## src/rtl/rvp_pkg.sv

```systemverilog
package rvp_pkg;
  localparam int XLEN   = 32;
  localparam int RIDX_W = 5;

  localparam logic [6:0] OPC_REG  = 7'b0110011;
  localparam logic [6:0] OPC_IMM  = 7'b0010011;
  localparam logic [6:0] OPC_JAL  = 7'b1101111;
  localparam logic [6:0] OPC_BR   = 7'b1100011;
  localparam logic [6:0] OPC_LD   = 7'b0000011;
  localparam logic [6:0] OPC_ST   = 7'b0100011;
  localparam logic [6:0] OPC_HALT = 7'b1111111;

  typedef enum logic [2:0] {ALU_ADD, ALU_SUB, ALU_XOR, ALU_OR, ALU_AND} alu_op_e;

  typedef struct packed {
    logic [RIDX_W-1:0] rs1;
    logic [RIDX_W-1:0] rs2;
    logic [RIDX_W-1:0] rd;
    logic use_rs1;
    logic use_rs2;
    logic wr_rd;
    logic is_load;
    logic is_store;
    logic is_branch;
    logic branch_ne;
    logic is_jal;
    logic is_halt;
    logic imm_as_b;
    logic [XLEN-1:0] imm;
    alu_op_e alu_op;
  } dec_t;

  typedef struct packed {
    logic nop;
    logic [XLEN-1:0] pc;
    logic [XLEN-1:0] instr;
  } fd_reg_t;

  typedef struct packed {
    logic nop;
    alu_op_e op;
    logic [XLEN-1:0] a;
    logic [XLEN-1:0] b;
    logic [XLEN-1:0] sdata;
    logic [RIDX_W-1:0] rd;
    logic wr;
    logic ld;
    logic st;
    logic halt;
  } dx_reg_t;

  typedef struct packed {
    logic nop;
    logic [XLEN-1:0] res;
    logic [XLEN-1:0] sdata;
    logic [RIDX_W-1:0] rd;
    logic wr;
    logic ld;
    logic st;
    logic halt;
  } xm_reg_t;

  typedef struct packed {
    logic nop;
    logic [XLEN-1:0] val;
    logic [RIDX_W-1:0] rd;
    logic wr;
    logic halt;
  } mw_reg_t;

  function automatic logic [XLEN-1:0] imm_i(input logic [31:0] w);
    return {{20{w[31]}}, w[31:20]};
  endfunction

  function automatic logic [XLEN-1:0] imm_s(input logic [31:0] w);
    return {{20{w[31]}}, w[31:25], w[11:7]};
  endfunction

  function automatic logic [XLEN-1:0] imm_b(input logic [31:0] w);
    return {{19{w[31]}}, w[31], w[7], w[30:25], w[11:8], 1'b0};
  endfunction

  function automatic logic [XLEN-1:0] imm_j(input logic [31:0] w);
    return {{11{w[31]}}, w[31], w[19:12], w[20], w[30:21], 1'b0};
  endfunction

  function automatic alu_op_e f3_to_op(input logic [2:0] f3, input logic alt);
    case (f3)
      3'b000:  return alt ? ALU_SUB : ALU_ADD;
      3'b100:  return ALU_XOR;
      3'b110:  return ALU_OR;
      3'b111:  return ALU_AND;
      default: return ALU_ADD;
    endcase
  endfunction

  function automatic logic [XLEN-1:0] alu_fn(input alu_op_e op,
                                             input logic [XLEN-1:0] a,
                                             input logic [XLEN-1:0] b);
    case (op)
      ALU_SUB: return a - b;
      ALU_XOR: return a ^ b;
      ALU_OR:  return a | b;
      ALU_AND: return a & b;
      default: return a + b;
    endcase
  endfunction
endpackage

```

## src/rtl/rvp_decode.sv

```systemverilog
module rvp_decode
  import rvp_pkg::*;
(
  input  logic [31:0] instr,
  output dec_t        dec
);
  logic [2:0] f3;
  assign f3 = instr[14:12];

  always_comb begin
    dec        = '0;
    dec.rs1    = instr[19:15];
    dec.rs2    = instr[24:20];
    dec.rd     = instr[11:7];
    dec.alu_op = ALU_ADD;
    case (instr[6:0])
      OPC_REG: begin
        dec.use_rs1 = 1'b1;
        dec.use_rs2 = 1'b1;
        dec.wr_rd   = 1'b1;
        dec.alu_op  = f3_to_op(f3, instr[30]);
      end
      OPC_IMM: begin
        dec.use_rs1  = 1'b1;
        dec.wr_rd    = 1'b1;
        dec.imm      = imm_i(instr);
        dec.imm_as_b = 1'b1;
        dec.alu_op   = f3_to_op(f3, 1'b0);
      end
      OPC_LD: if (f3 == 3'b000) begin
        dec.use_rs1  = 1'b1;
        dec.wr_rd    = 1'b1;
        dec.is_load  = 1'b1;
        dec.imm      = imm_i(instr);
        dec.imm_as_b = 1'b1;
      end
      OPC_ST: if (f3 == 3'b010) begin
        dec.use_rs1  = 1'b1;
        dec.use_rs2  = 1'b1;
        dec.is_store = 1'b1;
        dec.imm      = imm_s(instr);
        dec.imm_as_b = 1'b1;
      end
      OPC_BR: if (f3[2:1] == 2'b00) begin
        dec.use_rs1   = 1'b1;
        dec.use_rs2   = 1'b1;
        dec.is_branch = 1'b1;
        dec.branch_ne = f3[0];
        dec.imm       = imm_b(instr);
      end
      OPC_JAL: begin
        dec.wr_rd  = 1'b1;
        dec.is_jal = 1'b1;
        dec.imm    = imm_j(instr);
      end
      OPC_HALT: dec.is_halt = 1'b1;
      default: ;
    endcase
  end
endmodule

```

## src/rtl/rvp_regfile.sv

```systemverilog
module rvp_regfile #(
  parameter int NREG = 32,
  parameter int DW   = 32,
  localparam int AW  = $clog2(NREG)
) (
  input  logic          clk,
  input  logic          rst,
  input  logic          we,
  input  logic [AW-1:0] waddr,
  input  logic [DW-1:0] wdata,
  input  logic [AW-1:0] raddr1,
  input  logic [AW-1:0] raddr2,
  output logic [DW-1:0] rdata1,
  output logic [DW-1:0] rdata2
);
  logic [DW-1:0] regs [NREG];

  always_ff @(posedge clk) begin
    if (rst) begin
      for (int i = 0; i < NREG; i++) regs[i] <= '0;
    end else if (we && waddr != '0) begin
      regs[waddr] <= wdata;
    end
  end

  assign rdata1 = (raddr1 == '0) ? '0 : regs[raddr1];
  assign rdata2 = (raddr2 == '0) ? '0 : regs[raddr2];
endmodule

```

## src/rtl/rvp_hazard.sv

```systemverilog
module rvp_hazard #(
  parameter int RW = 5
) (
  input  logic          id_valid,
  input  logic          use_rs1,
  input  logic          use_rs2,
  input  logic [RW-1:0] rs1,
  input  logic [RW-1:0] rs2,
  input  logic          is_halt,
  input  logic          take_flow,
  input  logic          ex_valid,
  input  logic          ex_is_load,
  input  logic [RW-1:0] ex_rd,
  output logic          stall,
  output logic          redirect,
  output logic          halt_hit
);
  logic load_pending;
  logic hit1, hit2;

  assign load_pending = ex_valid && ex_is_load && (ex_rd != '0);
  assign hit1         = use_rs1 && (rs1 == ex_rd);
  assign hit2         = use_rs2 && (rs2 == ex_rd);
  assign stall        = id_valid && load_pending && (hit1 || hit2);
  assign redirect     = id_valid && !stall && take_flow;
  assign halt_hit     = id_valid && !stall && is_halt;
endmodule

```

## src/rtl/rvp_core.sv

```systemverilog
module rvp_core
  import rvp_pkg::*;
#(
  parameter logic [31:0] RESET_PC = 32'h0,
  parameter int          CNT_W    = 32,
  parameter int          NREG     = 32
) (
  input  logic             clk,
  input  logic             rst,
  output logic [31:0]      imem_addr,
  input  logic [31:0]      imem_rdata,
  output logic [31:0]      dmem_addr,
  output logic [31:0]      dmem_wdata,
  output logic             dmem_we,
  input  logic [31:0]      dmem_rdata,
  output logic             halted,
  output logic [CNT_W-1:0] cycle_count,
  output logic [CNT_W-1:0] retired_count
);
  logic [XLEN-1:0] pc_q, pc_d;
  logic            fetch_off_q;
  fd_reg_t         id_q, id_d;
  dx_reg_t         ex_q, ex_d;
  xm_reg_t         mem_q, mem_d;
  mw_reg_t         wb_q, wb_d;
  logic            halted_q;
  logic [CNT_W-1:0] cyc_q, ret_q;

  dec_t dec;
  logic [XLEN-1:0] rf_a, rf_b, rs1_v, rs2_v, ex_res, mem_val, target;
  logic id_valid, take_flow;
  logic stall_evt, redirect_evt, halt_hit;
  logic id_bubble, ex_bubble;

  function automatic logic [XLEN-1:0] fwd(
    input logic [RIDX_W-1:0] rs,  input logic [XLEN-1:0] rf_v,
    input logic ex_en,  input logic [RIDX_W-1:0] ex_rd,  input logic [XLEN-1:0] ex_v,
    input logic mem_en, input logic [RIDX_W-1:0] mem_rd, input logic [XLEN-1:0] mem_v,
    input logic wb_en,  input logic [RIDX_W-1:0] wb_rd,  input logic [XLEN-1:0] wb_v);
    if (rs == '0)                      return '0;
    else if (ex_en  && ex_rd  == rs)   return ex_v;
    else if (mem_en && mem_rd == rs)   return mem_v;
    else if (wb_en  && wb_rd  == rs)   return wb_v;
    else                               return rf_v;
  endfunction

  rvp_decode u_dec (.instr(id_q.instr), .dec(dec));

  rvp_regfile #(.NREG(NREG), .DW(XLEN)) u_rf (
    .clk(clk), .rst(rst),
    .we(!wb_q.nop && wb_q.wr), .waddr(wb_q.rd), .wdata(wb_q.val),
    .raddr1(dec.rs1), .raddr2(dec.rs2), .rdata1(rf_a), .rdata2(rf_b)
  );

  assign id_valid = !id_q.nop;
  assign ex_res   = alu_fn(ex_q.op, ex_q.a, ex_q.b);
  assign mem_val  = mem_q.ld ? dmem_rdata : mem_q.res;

  always_comb begin
    rs1_v = fwd(dec.rs1, rf_a,
                !ex_q.nop && ex_q.wr && !ex_q.ld, ex_q.rd, ex_res,
                !mem_q.nop && mem_q.wr, mem_q.rd, mem_val,
                !wb_q.nop && wb_q.wr, wb_q.rd, wb_q.val);
    rs2_v = fwd(dec.rs2, rf_b,
                !ex_q.nop && ex_q.wr && !ex_q.ld, ex_q.rd, ex_res,
                !mem_q.nop && mem_q.wr, mem_q.rd, mem_val,
                !wb_q.nop && wb_q.wr, wb_q.rd, wb_q.val);
  end

  assign take_flow = dec.is_jal || (dec.is_branch && ((rs1_v == rs2_v) ^ dec.branch_ne));
  assign target    = id_q.pc + dec.imm;

  rvp_hazard #(.RW(RIDX_W)) u_hz (
    .id_valid(id_valid), .use_rs1(dec.use_rs1), .use_rs2(dec.use_rs2),
    .rs1(dec.rs1), .rs2(dec.rs2), .is_halt(dec.is_halt), .take_flow(take_flow),
    .ex_valid(!ex_q.nop), .ex_is_load(ex_q.ld), .ex_rd(ex_q.rd),
    .stall(stall_evt), .redirect(redirect_evt), .halt_hit(halt_hit)
  );

  // Fetch and the fetch/decode register
  always_comb begin
    pc_d = pc_q + 32'd4;
    if (stall_evt || halt_hit || fetch_off_q) pc_d = pc_q;
    else if (redirect_evt)                    pc_d = target;

    id_d = '{nop: 1'b0, pc: pc_q, instr: imem_rdata};
    if (stall_evt) id_d = id_q;
    else if (redirect_evt || halt_hit || fetch_off_q) begin
      id_d     = id_q;
      id_d.nop = 1'b1;
    end
  end

  // Decode to execute
  always_comb begin
    ex_d       = '0;
    ex_d.nop   = !id_valid || stall_evt;
    ex_d.op    = dec.alu_op;
    ex_d.a     = dec.is_jal ? id_q.pc : rs1_v;
    ex_d.b     = dec.is_jal ? 32'd4 : (dec.imm_as_b ? dec.imm : rs2_v);
    ex_d.sdata = rs2_v;
    ex_d.rd    = dec.rd;
    ex_d.wr    = dec.wr_rd;
    ex_d.ld    = dec.is_load;
    ex_d.st    = dec.is_store;
    ex_d.halt  = dec.is_halt;
  end

  // Execute to memory, memory to writeback
  always_comb begin
    mem_d = '{nop: ex_q.nop, res: ex_res, sdata: ex_q.sdata, rd: ex_q.rd,
              wr: ex_q.wr, ld: ex_q.ld, st: ex_q.st, halt: ex_q.halt};
    wb_d  = '{nop: mem_q.nop, val: mem_val, rd: mem_q.rd, wr: mem_q.wr, halt: mem_q.halt};
  end

  always_ff @(posedge clk) begin
    if (rst) begin
      pc_q        <= RESET_PC;
      fetch_off_q <= 1'b0;
      id_q        <= '{nop: 1'b1, default: '0};
      ex_q        <= '{nop: 1'b1, op: ALU_ADD, default: '0};
      mem_q       <= '{nop: 1'b1, default: '0};
      wb_q        <= '{nop: 1'b1, default: '0};
      halted_q    <= 1'b0;
      cyc_q       <= '0;
      ret_q       <= '0;
    end else begin
      pc_q        <= pc_d;
      fetch_off_q <= fetch_off_q || halt_hit;
      id_q        <= id_d;
      ex_q        <= ex_d;
      mem_q       <= mem_d;
      wb_q        <= wb_d;
      halted_q    <= halted_q || (!wb_q.nop && wb_q.halt);
      if (!halted_q)               cyc_q <= cyc_q + CNT_W'(1);
      if (!halted_q && !wb_q.nop)  ret_q <= ret_q + CNT_W'(1);
    end
  end

  assign id_bubble     = id_q.nop;
  assign ex_bubble     = ex_q.nop;
  assign imem_addr     = pc_q;
  assign dmem_addr     = mem_q.res;
  assign dmem_wdata    = mem_q.sdata;
  assign dmem_we       = !mem_q.nop && mem_q.st;
  assign halted        = halted_q;
  assign cycle_count   = cyc_q;
  assign retired_count = ret_q;
endmodule

```

## config.mk

```make
export PLATFORM = sky130hd
export DESIGN_NAME = rvp_core
export DESIGN_NICKNAME = d
export VERILOG_FILES = /design/src/rtl/rvp_pkg.sv /design/src/rtl/rvp_decode.sv /design/src/rtl/rvp_regfile.sv /design/src/rtl/rvp_hazard.sv /design/src/rtl/rvp_core.sv
export SDC_FILE = /design/constraint.sdc
export NUM_CORES = 2
export LEC_CHECK = 0
export BUFFER_PORTS_ARGS = -buffer_cell sky130_fd_sc_hd__buf_2
export CORE_ASPECT_RATIO = 1.25
export CORE_MARGIN = 4
export CORE_UTILIZATION = 40
export CTS_CLUSTER_DIAMETER = 150
export DETAILED_ROUTE_END_ITERATION = 12
export PLACE_DENSITY_LB_ADDON = 0.15
export SLEW_MARGIN = 0
export SYNTH_ARGS = -nofsm -noshare
export SYNTH_HDL_FRONTEND = slang
export SYNTH_SLANG_ARGS = --single-unit
export TNS_END_PERCENT = 5
```

## constraint.sdc

```tcl
create_clock -name clk -period 19.3 [get_ports clk]
set_input_delay 0.965 -clock clk [delete_from_list [all_inputs] [get_ports clk]]
set_output_delay 0.965 -clock clk [all_outputs]
set_load 0.01 [all_outputs]
```

==> flow_metrics.env <==
export IMPL_avgSynthCellArea_um2=11.9
export IMPL_synthFlopType="edfxtp_1"
export IMPL_drt_initial_drc_count=7799
export IMPL_drc=0
export IMPL_track_usage_pct=32.0
export IMPL_synth_seq_cells=1420
export IMPL_hold_path_class="in -> reg"
export IMPL_syn_area_um2=78700
export IMPL_io_buffer_count=227
export IMPL_fin_skew_ns=0.0481
export IMPL_power_density_nw_per_um2=89.5
export IMPL_rsz0062_at_grt="false"
export IMPL_setup_tns_final_ns=0
export IMPL_arrival_ns=10.31
export IMPL_die_x_um=405
export IMPL_ant_nets=0
export IMPL_die_h_um=504
export IMPL_cp_buffers_inverters=4
export IMPL_synth_edf_count=1024
export IMPL_path_class="reg -> reg"
export IMPL_detailedPlace_worstSlack_ns=10.07
export IMPL_start_kind="flop"
export IMPL_critPathMostFrequentCell="buf_4"
export IMPL_dr_pass1_iters=6
export IMPL_cts_sinks=1420
export IMPL_finalWirelength_mm=334
export IMPL_hold_violations=0
export IMPL_async_reset_ff_share_pct=0
export IMPL_slew_headroom_pct=8.45
export IMPL_vias=59100
export IMPL_dieArea_um2=204000
export IMPL_final_cell_mix="1024 x edfxtp_1, 981 x and2_1, 434 x mux4_2"
export IMPL_reg2reg_slack_ns=9.65
export IMPL_worstMarginPinSlew_ns=1.37
export IMPL_yosysSeqAreaShare_pct=49.2
export IMPL_timing_final_ws_setup_ns=9.65
export IMPL_viasPerCell=6.35
export IMPL_start_util_pct=40.3
export IMPL_final_nets=6795
export IMPL_ios=228
export IMPL_cts_htree_levels=4
export IMPL_wl_per_cell_um=35.9
export IMPL_antenna_found_initial=31
export IMPL_gp_congestion=0.939
export IMPL_cts_resized=0
export IMPL_period_share_pct=50.0
export IMPL_clk_pin_slew_worst_paths_ns=0.06
export IMPL_yosysWarningCount=0
export IMPL_cts_tree="done"
export IMPL_numCtsBuffers=154
export IMPL_mostFrequentLayoutCell="edfxtp_1"
export IMPL_synthCells=6630
export IMPL_crit_path_cell_trace="buf_4, buf_12, buf_4, mux4_2, mux2_2, nand2_1, o2111ai_1, o21ai_0, a21oi_1, xor2_1, nor2_1, nand4_1, nor3_1, nand4_1, nor4_2, xnor2_1, o21a_4, buf_4, nor2b_1, and3_1, a211oi_1"
export IMPL_syn2layout_area_growth_pct=10.6
export IMPL_cts_root_buf="clkbuf_16"
export IMPL_fmax_mhz=104
export IMPL_max_cap_violations=0
export IMPL_crit_slowest_cell="nor4_2"
export IMPL_grt_pass1_vias=57500
export IMPL_utilization_pct=44.6
export IMPL_whs_ns=0.392
export IMPL_fillCellCount=17900
export IMPL_dp_hpwl_mm=213
export IMPL_critPathTopFamily="buffers and inverters"
export IMPL_crit_path_end_kind="flop"
export IMPL_rows=181
export IMPL_cts_hold_buf=0
export IMPL_vdd_drop_max_mv=0.0837
export IMPL_final_min_clock_period_ns=9.65
export IMPL_p_leak_nw=32.6
export IMPL_grt_pass1_wl_mm=460
export IMPL_crit_path_max_fanout=70
export IMPL_total_power_w=0.00779
export IMPL_drv_slew=0
export IMPL_cp_required_ns=19.96
export IMPL_cts_buffer_depth=3
export IMPL_status="completed"
export IMPL_clk_latency_ns=0.84
export IMPL_grt_max_degree=137
export IMPL_slowest_delay_ns=1.05
export IMPL_post_cts_setup_buffers=0
export IMPL_setup_violations=0
export IMPL_core_area_um2=195000
export IMPL_ys_types=102
export IMPL_drive_above_1_share_pct=18.4
export IMPL_grt_overflow=0
-- registers in the layout, summed over array words and instances (netlist names), named ones only --
name,count
u_rf.regs,1024
ex_q,108
id_q,64
wb_q,40
cycle_count,32
dmem_addr,32
dmem_wdata,32
imem_addr,32
retired_count,32
mem_q,10
ex_bubble,1
fetch_off_q,1
halted,1
id_bubble,1
-- cell type report --
cell class / count / area [um2] / area share, %
diodes: 25 / 62.6 / 0.0719
clock buffers: 209 / 4340 / 4.99
clock inverters: 74 / 698 / 0.802
inverters: 109 / 409 / 0.470
multi-input cells: 4504 / 37000 / 42.5
flip-flops and latches: 1420 / 38700 / 44.5
well taps: 2562 / 3210 / 3.68
repair buffers: 408 / 2610 / 2.99
-- tightest hold or removal path, cell delays in order --
cell and delay [ns]:
buf_2 0.08, mux2i_1 0.06, nor2_1 0.07
-- synthesized netlist by cell type (44+ instances only) --
library cell / n / area [um2]
a211oi_1: 44 / 330
a21oi_1: 233 / 1170
a22oi_1: 115 / 863
and2_1: 985 / 6160
and3_1: 44 / 275
buf_2: 91 / 455
buf_4: 116 / 871
clkbuf_1: 367 / 1380
dfxtp_1: 396 / 7930
edfxtp_1: 1024 / 30700
ha_1: 130 / 1630
inv_1: 105 / 394
mux2i_1: 381 / 3810
mux4_2: 434 / 9770
nand2_1: 290 / 1090
nand3_1: 136 / 681
nand4_1: 46 / 288
nor2_1: 434 / 1630
nor2b_1: 119 / 744
nor3_1: 99 / 495
o21ai_0: 129 / 646
o22ai_1: 54 / 338
xnor2_1: 87 / 762
xor2_1: 95 / 832
-- cells by family (layout without fill, tap and decap cells) --
logic type / Yosys count / count (layout) / share of synthesized area (%)
AO/OA/AOI/OAI: 957 / 957 / 8.27
XOR/XNOR: 182 / 182 / 2.03
adder cells (fa/ha/maj): 132 / 132 / 2.12
buffers and inverters: 737 / 800 / 4.42
flip-flops: 1420 / 1420 / 49.2
multiplexers: 840 / 840 / 17.6
other: 1 / 57 / 0.00477
AND/OR/NAND/NOR: 2361 / 2361 / 16.4
-- final timing paths --
kind,startpoint,to,depth (start not counted)
hold reg to reg,ex_q[19]$_SDFF_PP0_,dmem_wdata[10]$_SDFF_PP0_,1
setup / recovery,flop,imem_addr[30]$_SDFFE_PP0N_,21
hold / removal,imem_rdata[5],id_q[5]$_SDFFE_PP0P_,3
setup reg to reg,flop,imem_addr[30]$_SDFFE_PP0N_,21
-- per-stage QoR --
step | cell area, um2 | cells
global placement | 81900 | 9001
CTS | 86900 | 9286
global route | 86900 | 9289
detailed placement | 81900 | 9003
finish | 87000 | 9311
floorplan | 78800 | 6661
-- per-layer routing --
| layer | track usage, % | routed length (um) |
|---|---|---|
| met2 | 51.3 | 156000 |
| met3 | 6.95 | 31000 |
| met4 | 20.4 | 24000 |
| met5 | 0 | 144 |
| met1 | 39.0 | 123000 |
-- power by group --
| part | switching, W | internal, W | total (W) | leakage (nW) |
|---|---|---|---|---|
| Sequential | 0.000140 | 0.00339 | 0.00353 | 13.8 |
| Combinational | 0.000818 | 0.000414 | 0.00123 | 16.4 |
| Clock | 0.00133 | 0.00170 | 0.00302 | 2.46 |
No activity file was read; power rests on OpenSTA's default activity.
